===== config.mk =====
export PLATFORM = sky130hd
export DESIGN_NAME = hall_commutator
export DESIGN_NICKNAME = d
export VERILOG_FILES = /design/src/rtl/hall_commutator.sv
export SDC_FILE = /design/constraint.sdc
export NUM_CORES = 1
export LEC_CHECK = 0
export BUFFER_PORTS_ARGS = -buffer_cell sky130_fd_sc_hd__buf_2
export CAP_MARGIN = 15
export CORE_AREA = 8 8 62 64
export CTS_CLUSTER_SIZE = 28
export DETAILED_ROUTE_END_ITERATION = 16
export DIE_AREA = 0 0 70 72
export HOLD_SLACK_MARGIN = 0.03
export PLACE_DENSITY = 0.67
export SKIP_CTS_REPAIR_TIMING = 1
export SYNTH_ARGS = -nofsm -noshare
export SYNTH_HDL_FRONTEND = slang
export SYNTH_SLANG_ARGS = --single-unit

===== constraint.sdc =====
create_clock -name clk -period 2.3 [get_ports clk]
set_clock_uncertainty 0.05 [all_clocks]
set_input_delay 0.46 -clock clk [delete_from_list [all_inputs] [get_ports clk]]
set_output_delay 0.46 -clock clk [all_outputs]
set_load 0.05 [all_outputs]

===== src/rtl/hall_commutator.sv =====
module hall_commutator #(
  parameter int DEAD_CYC  = 4,
  parameter int TACHO_LEN = 20
) (
  input  logic       clk,
  input  logic       rst_n,
  input  logic [2:0] hall_i,
  input  logic       fwd_i,
  input  logic       brake_n_i,
  input  logic       en_i,
  output logic [2:0] hs_on_o,
  output logic [2:0] ls_on_o,
  output logic       tacho_rel_o
);
  localparam int DW = $clog2(DEAD_CYC + 1);
  localparam int TW = $clog2(TACHO_LEN + 1);
  localparam logic [1:0] LEG_Z   = 2'b00;
  localparam logic [1:0] LEG_SUP = 2'b01;
  localparam logic [1:0] LEG_GND = 2'b10;

  logic [2:0]      s1, s2;
  logic            h1_d;
  logic [TW-1:0]   tcnt;
  logic [2:0][1:0] fwd_tgt;

  always_ff @(posedge clk or negedge rst_n) begin
    if (!rst_n) begin
      s1   <= '0;
      s2   <= '0;
      h1_d <= 1'b0;
    end else begin
      s1   <= hall_i;
      s2   <= s1;
      h1_d <= s2[0];
    end
  end

  always_comb begin
    case ({s2[0], s2[1], s2[2]})
      3'b100:         fwd_tgt = {LEG_GND, LEG_Z,   LEG_SUP};
      3'b110:         fwd_tgt = {LEG_GND, LEG_SUP, LEG_Z};
      3'b010, 3'b111: fwd_tgt = {LEG_Z,   LEG_SUP, LEG_GND};
      3'b011:         fwd_tgt = {LEG_SUP, LEG_Z,   LEG_GND};
      3'b001:         fwd_tgt = {LEG_SUP, LEG_GND, LEG_Z};
      default:        fwd_tgt = {LEG_Z,   LEG_GND, LEG_SUP};
    endcase
  end

  for (genvar g = 0; g < 3; g++) begin : g_leg
    logic [1:0]    want, cmd;
    logic [DW-1:0] dcnt;

    assign want = !en_i      ? LEG_Z :
                  !brake_n_i ? LEG_SUP :
                  fwd_i      ? fwd_tgt[g] : {fwd_tgt[g][0], fwd_tgt[g][1]};

    always_ff @(posedge clk or negedge rst_n) begin
      if (!rst_n) begin
        cmd  <= LEG_Z;
        dcnt <= '0;
      end else if (want != cmd) begin
        cmd  <= want;
        dcnt <= DW'(DEAD_CYC);
      end else if (dcnt != '0) begin
        dcnt <= dcnt - 1'b1;
      end
    end

    assign hs_on_o[g] = (cmd == LEG_SUP) && (dcnt == '0);
    assign ls_on_o[g] = (cmd == LEG_GND) && (dcnt == '0);
  end

  always_ff @(posedge clk or negedge rst_n) begin
    if (!rst_n)                tcnt <= '0;
    else if (s2[0] && !h1_d)   tcnt <= TW'(TACHO_LEN);
    else if (tcnt != '0)       tcnt <= tcnt - 1'b1;
  end

  assign tacho_rel_o = (tcnt != '0);


  en_off_chk: assert property (@(posedge clk) disable iff (!rst_n)
    !en_i |=> (hs_on_o == 3'b000 && ls_on_o == 3'b000));


  brake_low_off_chk: assert property (@(posedge clk) disable iff (!rst_n)
    (en_i && !brake_n_i) |=> (ls_on_o == 3'b000));


  dead_gap_chk: assert property (@(posedge clk) disable iff (!rst_n)
    ((($past(ls_on_o) & hs_on_o) | ($past(hs_on_o) & ls_on_o)) == 3'b000));


  tacho_src_chk: assert property (@(posedge clk) disable iff (!rst_n)
    $rose(tacho_rel_o) |-> $past(hall_i[0], 3));

endmodule


# [Word-level counts from Yosys, hierarchy flattened]
# Cells that the tools add are included.
[classes] add_sub_neg=4 n_eq_ne=15 muxes=18 reduce_logical=20
[ops] operator="one-hot mux 6 bit (5 select lines)" n=1
[ops] operator="2-to-1 mux 2 bit" n=9
[ops] operator="2-to-1 mux 3 bit" n=6
[ops] operator="2-to-1 mux 5 bit" n=2
[ops] operator="== test 3 bit, second input constant" n=3
[ops] operator="zero test 3 bit" n=3
[ops] operator="nonzero test 3 bit" n=3
[ops] operator="subtractor 3 x 1 -> 3 bit, second input constant" n=3
[ops] operator="nonzero test 2 bit" n=4
[ops] operator="logical AND 1 bit" n=7
[ops] operator="== test 2 x 1 -> 1 bit, second input constant" n=3
[ops] operator="== test 2 bit, second input constant" n=3
[ops] operator="== test 3 x 2 -> 1 bit, second input constant" n=2
[ops] operator="inequality test 2 bit" n=3
[ops] operator="nonzero test 5 bit" n=1
[ops] operator="subtractor 5 x 1 -> 5 bit, second input constant" n=1
[ops] operator="== test 3 x 1 -> 1 bit, second input constant" n=1
[ops] operator="OR reduction 2 bit" n=1
[ops] operator="zero test 1 bit" n=1
[word_totals] register_bits=27 in_bits=8 output_inout_bits=7 wordCells=67

# [Longest topological paths before layout]
[logic_depth] depth_word=8 mapped_depth=6 ltp_nobuf=6

# [Worst setup path before layout]
# OpenSTA, ideal clock, no wires.
[synth_path] kind="register -> output" start="register g_leg[0].dcnt[0]" end="output ls_on_o[0]" t_arrival_ns=1.925 required_time_ns=1.790 setup_slack_ns=-0.135 path_stages_with_launch=5 n_path_buf=0 cell_sequence="dfrtp_1 > inv_1 > ha_1 > nand2b_1 > nor3b_1"
[synth_via] elab_chain_cells=2
[synth_lines] element="from (decl)" line_no="51" text="logic [DW-1:0] dcnt;"
[synth_lines] element="from (signal assigned)" line_no="63" text="dcnt <= DW'(DEAD_CYC);"
[synth_lines] element="from (signal assigned)" line_no="65" text="dcnt <= dcnt - 1'b1;"
[synth_lines] element="zero test 3 bit" line_no="70" text="assign ls_on_o[g] = (cmd == LEG_GND) && (dcnt == '0);"
[synth_lines] element="logical AND 1 bit" line_no="70"
[synth_lines] element="to (decl)" line_no="12" text="output logic [2:0] ls_on_o,"
# No other way between the ends.

# [Worst setup path after layout]
[layout_path] start="register g_leg[1].dcnt[0]" end="output ls_on_o[1]"
[layout_via] elab_chain_cells=2
[layout_lines] element="from (decl)" line_no="51"
[layout_lines] element="from (signal assigned)" line_no="63"
[layout_lines] element="from (signal assigned)" line_no="65"
[layout_lines] element="zero test 3 bit" line_no="70"
[layout_lines] element="logical AND 1 bit" line_no="70"
# No other way between the ends.

==> results.py <==
metrics = {
    "outcome": {
        "status": "finished, final reports clean",
    },
    "routing": {
        "drc": 0,
        "detail-route-antenna-nets": 0,
        "wirelength_mm": 2.05,
        "wire_per_inst_um": 12.0,
        "vias": 880,
        "drt_pass1_iterations": 4,
        "initialDrtViolationCount": 14,
        "avgViaCountPerCell": 5.15,
    },
    "sta": {
        "drv_slew": 0,
        "tns_ns": 0,
        "relSlewSlack_pct": 61.6,
        "rsz0062_at_grt": "no",
        "setup_violations": 0,
        "period_minus_slack_ns": 2.15,
        "clock.fmax_mhz": 466,
        "finalCritPeriodShare_pct": 93.3,
        "hold_viol_final": 0,
        "setup_slack_ns": 0.154,
        "worst_pin_slew_ns": 0.576,
    },
    "finish": {
        "diodes": 0,
        "fillers": 258,
        "layout_common_cells": "dfrtp_1 (27), buf_2 (13), inv_1 (12)",
        "drive_above_1_share_pct": 28.3,
        "layout.nets": 155,
        "synthToLayoutAreaGrowth_pct": 12.6,
        "final_common_cell": "dfrtp_1",
    },
    "logic_synthesis": {
        "synth_cell_types": 32,
        "yosysSeqAreaShare_pct": 49.5,
        "synth_top_area_cell": "dfrtp_1",
        "ys_ff_latch": 27,
        "synth_area_leaders": "dfrtp_1 (49%), ha_1 (7.3%), nor3b_1 (3.8%), xnor2_1 (3.8%), inv_1 (3.3%)",
        "ys_warn_count": 0,
        "syn_nets": 136,
        "synthCells": 120,
        "avgSynthCellArea_um2": 11.4,
        "yosys.area.top_type_share_pct": 49.5,
        "syn_area_um2": 1370,
    },
    "worst_setup_path": {
        "arrival_ns": 1.64,
        "reg2reg_to": "g_leg[1].dcnt[2]",
        "rr_worst_depth": 5,
        "worstSetupPathType": "flop to output port",
        "worstReg2RegStart": "s2[1]",
        "crit_required_ns": 1.79,
        "reg2reg_slack_ns": 0.59,
        "path_max_fanout": 5,
        "critPathLaunchType": "flop",
        "end_kind": "output port",
    },
    "die": {
        "start_util_pct": 47.0,
        "die_y_um": 72,
        "die_area_um2": 5040,
        "core-area_um2": 2900,
        "boundaryPins": 15,
        "num_rows": 20,
        "dieWidth_um": 70,
    },
    "grt": {
        "grt_pass1_wl_mm": 3.66,
        "antenna_found_initial": 0,
        "grt_pass1_vias": 891,
        "grt_overflow_total": 0,
        "grt_max_degree": 28,
        "grt_usage_pct": 8.94,
    },
    "clock_network": {
        "clock_latency_ns": 0.32,
        "clk_pin_slew_worst_paths_ns": 0.14,
        "numCtsBuffers": 3,
        "cts_sinks": 27,
        "cts_tree": "yes",
        "ctsLongestPathBuffers": 2,
        "ctsHtreeMaxLevel": 1,
        "root_buffer": "clkbuf_4",
    },
    "place": {
        "post-place-ws_ns": 0.419,
        "place_congestion": 0.798,
        "dp_hpwl_mm": 1.64,
        "port-buffer-count": 14,
    },
    "power": {
        "p_leak_nw": 0.698,
        "p_per_area_nw_per_um2": 975,
        "peakVddDrop_uv": 678,
    },
    "run": {
        "max_cap_violations": 0,
    },
    "min_path": {
        "min_path_type": "input port to asynchronous set/reset pin",
    },
}
## logic make-up (layout without fill, tap and decap cells)
group                    count (synthesis)  in the layout  share of synthesized area (%)
adder cells (fa/ha/maj)                  8              8                           7.33
buffers and inverters                   12             30                           3.30
multiplexers                             3              3                           2.38
AO/OA/AOI/OAI                           16             16                           11.7
XOR/XNOR                                 9              9                           6.88
flip-flops                              27             27                           49.5
AND/OR/NAND/NOR                         45             45                           18.9
## state kept, by name, summed over array words and instances (netlist names)
| signal | count |
|---|---|
| g_leg.cmd | 6 |
| h1_d | 1 |
| g_leg.dcnt | 9 |
| s1 | 3 |
| s2 | 3 |
| tcnt | 5 |
## power breakdown
group | internal [mW] | switching, mW
sequential | 0.602 | 0.0886
combinational | 0.280 | 0.329
clock | 0.0652 | 0.134
## through the flow
step / util [%] / instance area, um^2 / total power [mW] / std cells / hold slack [ns]
5_1_grt: 52.9 / 1540 / 1.63 / 171 / 0.0891
2_1_floorplan: - / 1400 / 1.19 / 120 / 0.114
6_report: 52.9 / 1540 / 1.50 / 171 / 0.0585
3_5_place_dp: 51.9 / 1510 / 1.32 / 167 / 0.289
3_3_place_gp: 51.9 / 1510 / 1.28 / 167 / 0.285
4_1_cts: 52.8 / 1530 / 1.52 / 171 / 0.0708
## metal layers
layer / vias up / share of wire (%) / global-route usage, %
met1: 412 / 48 / 10.1
met3: 4 / 3.8 / 2.18
li1: 444 / - / -
met5: - / 0 / 0
met4: 0 / 3.0 / 6.70
met2: 20 / 45 / 14.4
## worst max-delay path, stage by stage, from the launching register on
cell	delay, ns
dfrtp_1	0.41
inv_1	0.08
ha_1	0.16
nand2b_1	0.17
nor3b_2	0.21
buf_2	0.28
## final cells by class
type / instances / area [um^2] / share of cell area (%)
clock buffers: 3 / 22.5 / 1.47
well taps: 33 / 41.3 / 2.69
inverters: 12 / 45.0 / 2.93
clock inverters: 1 / 5.00 / 0.326
repair buffers: 14 / 72.6 / 4.72
multi-input cells: 81 / 674 / 43.9
flip-flops and latches: 27 / 676 / 44.0
## worst max path at each step
stage	cells past startpoint	from	end	slack (ns)
2_1_floorplan	4	g_leg[0].dcnt[0]	ls_on_o[0]	0.34
3_3_place_gp	6	fwd_i	g_leg[1].dcnt[2]	0.45
3_5_place_dp	6	fwd_i	g_leg[1].dcnt[2]	0.42
4_1_cts	5	g_leg[0].dcnt[0]	ls_on_o[0]	0.11
5_1_grt	5	g_leg[2].dcnt[0]	ls_on_o[2]	0.006
6_report	5	g_leg[1].dcnt[0]	ls_on_o[1]	0.15
## cells in the mapped netlist
cell type,instances
a2111oi_2,2
a211o_1,2
a211oi_1,2
a21oi_1,2
and2b_4,1
dfrtp_1,27
ha_1,8
inv_1,12
mux2_2,2
mux2i_1,1
nand2_1,7
nand2b_1,6
nand3b_1,1
nor2_1,11
nor2_2,1
nor2_4,1
nor2b_1,1
nor2b_4,1
nor3_1,4
nor3b_1,7
o21ai_0,2
o221a_4,1
o221ai_2,2
o22a_1,1
o22a_2,1
o311ai_1,1
or2_2,1
or3_1,3
xnor2_1,6
xnor2_2,1
xor2_1,1
xor2_2,1
No activity file was read; power rests on OpenSTA's default activity.
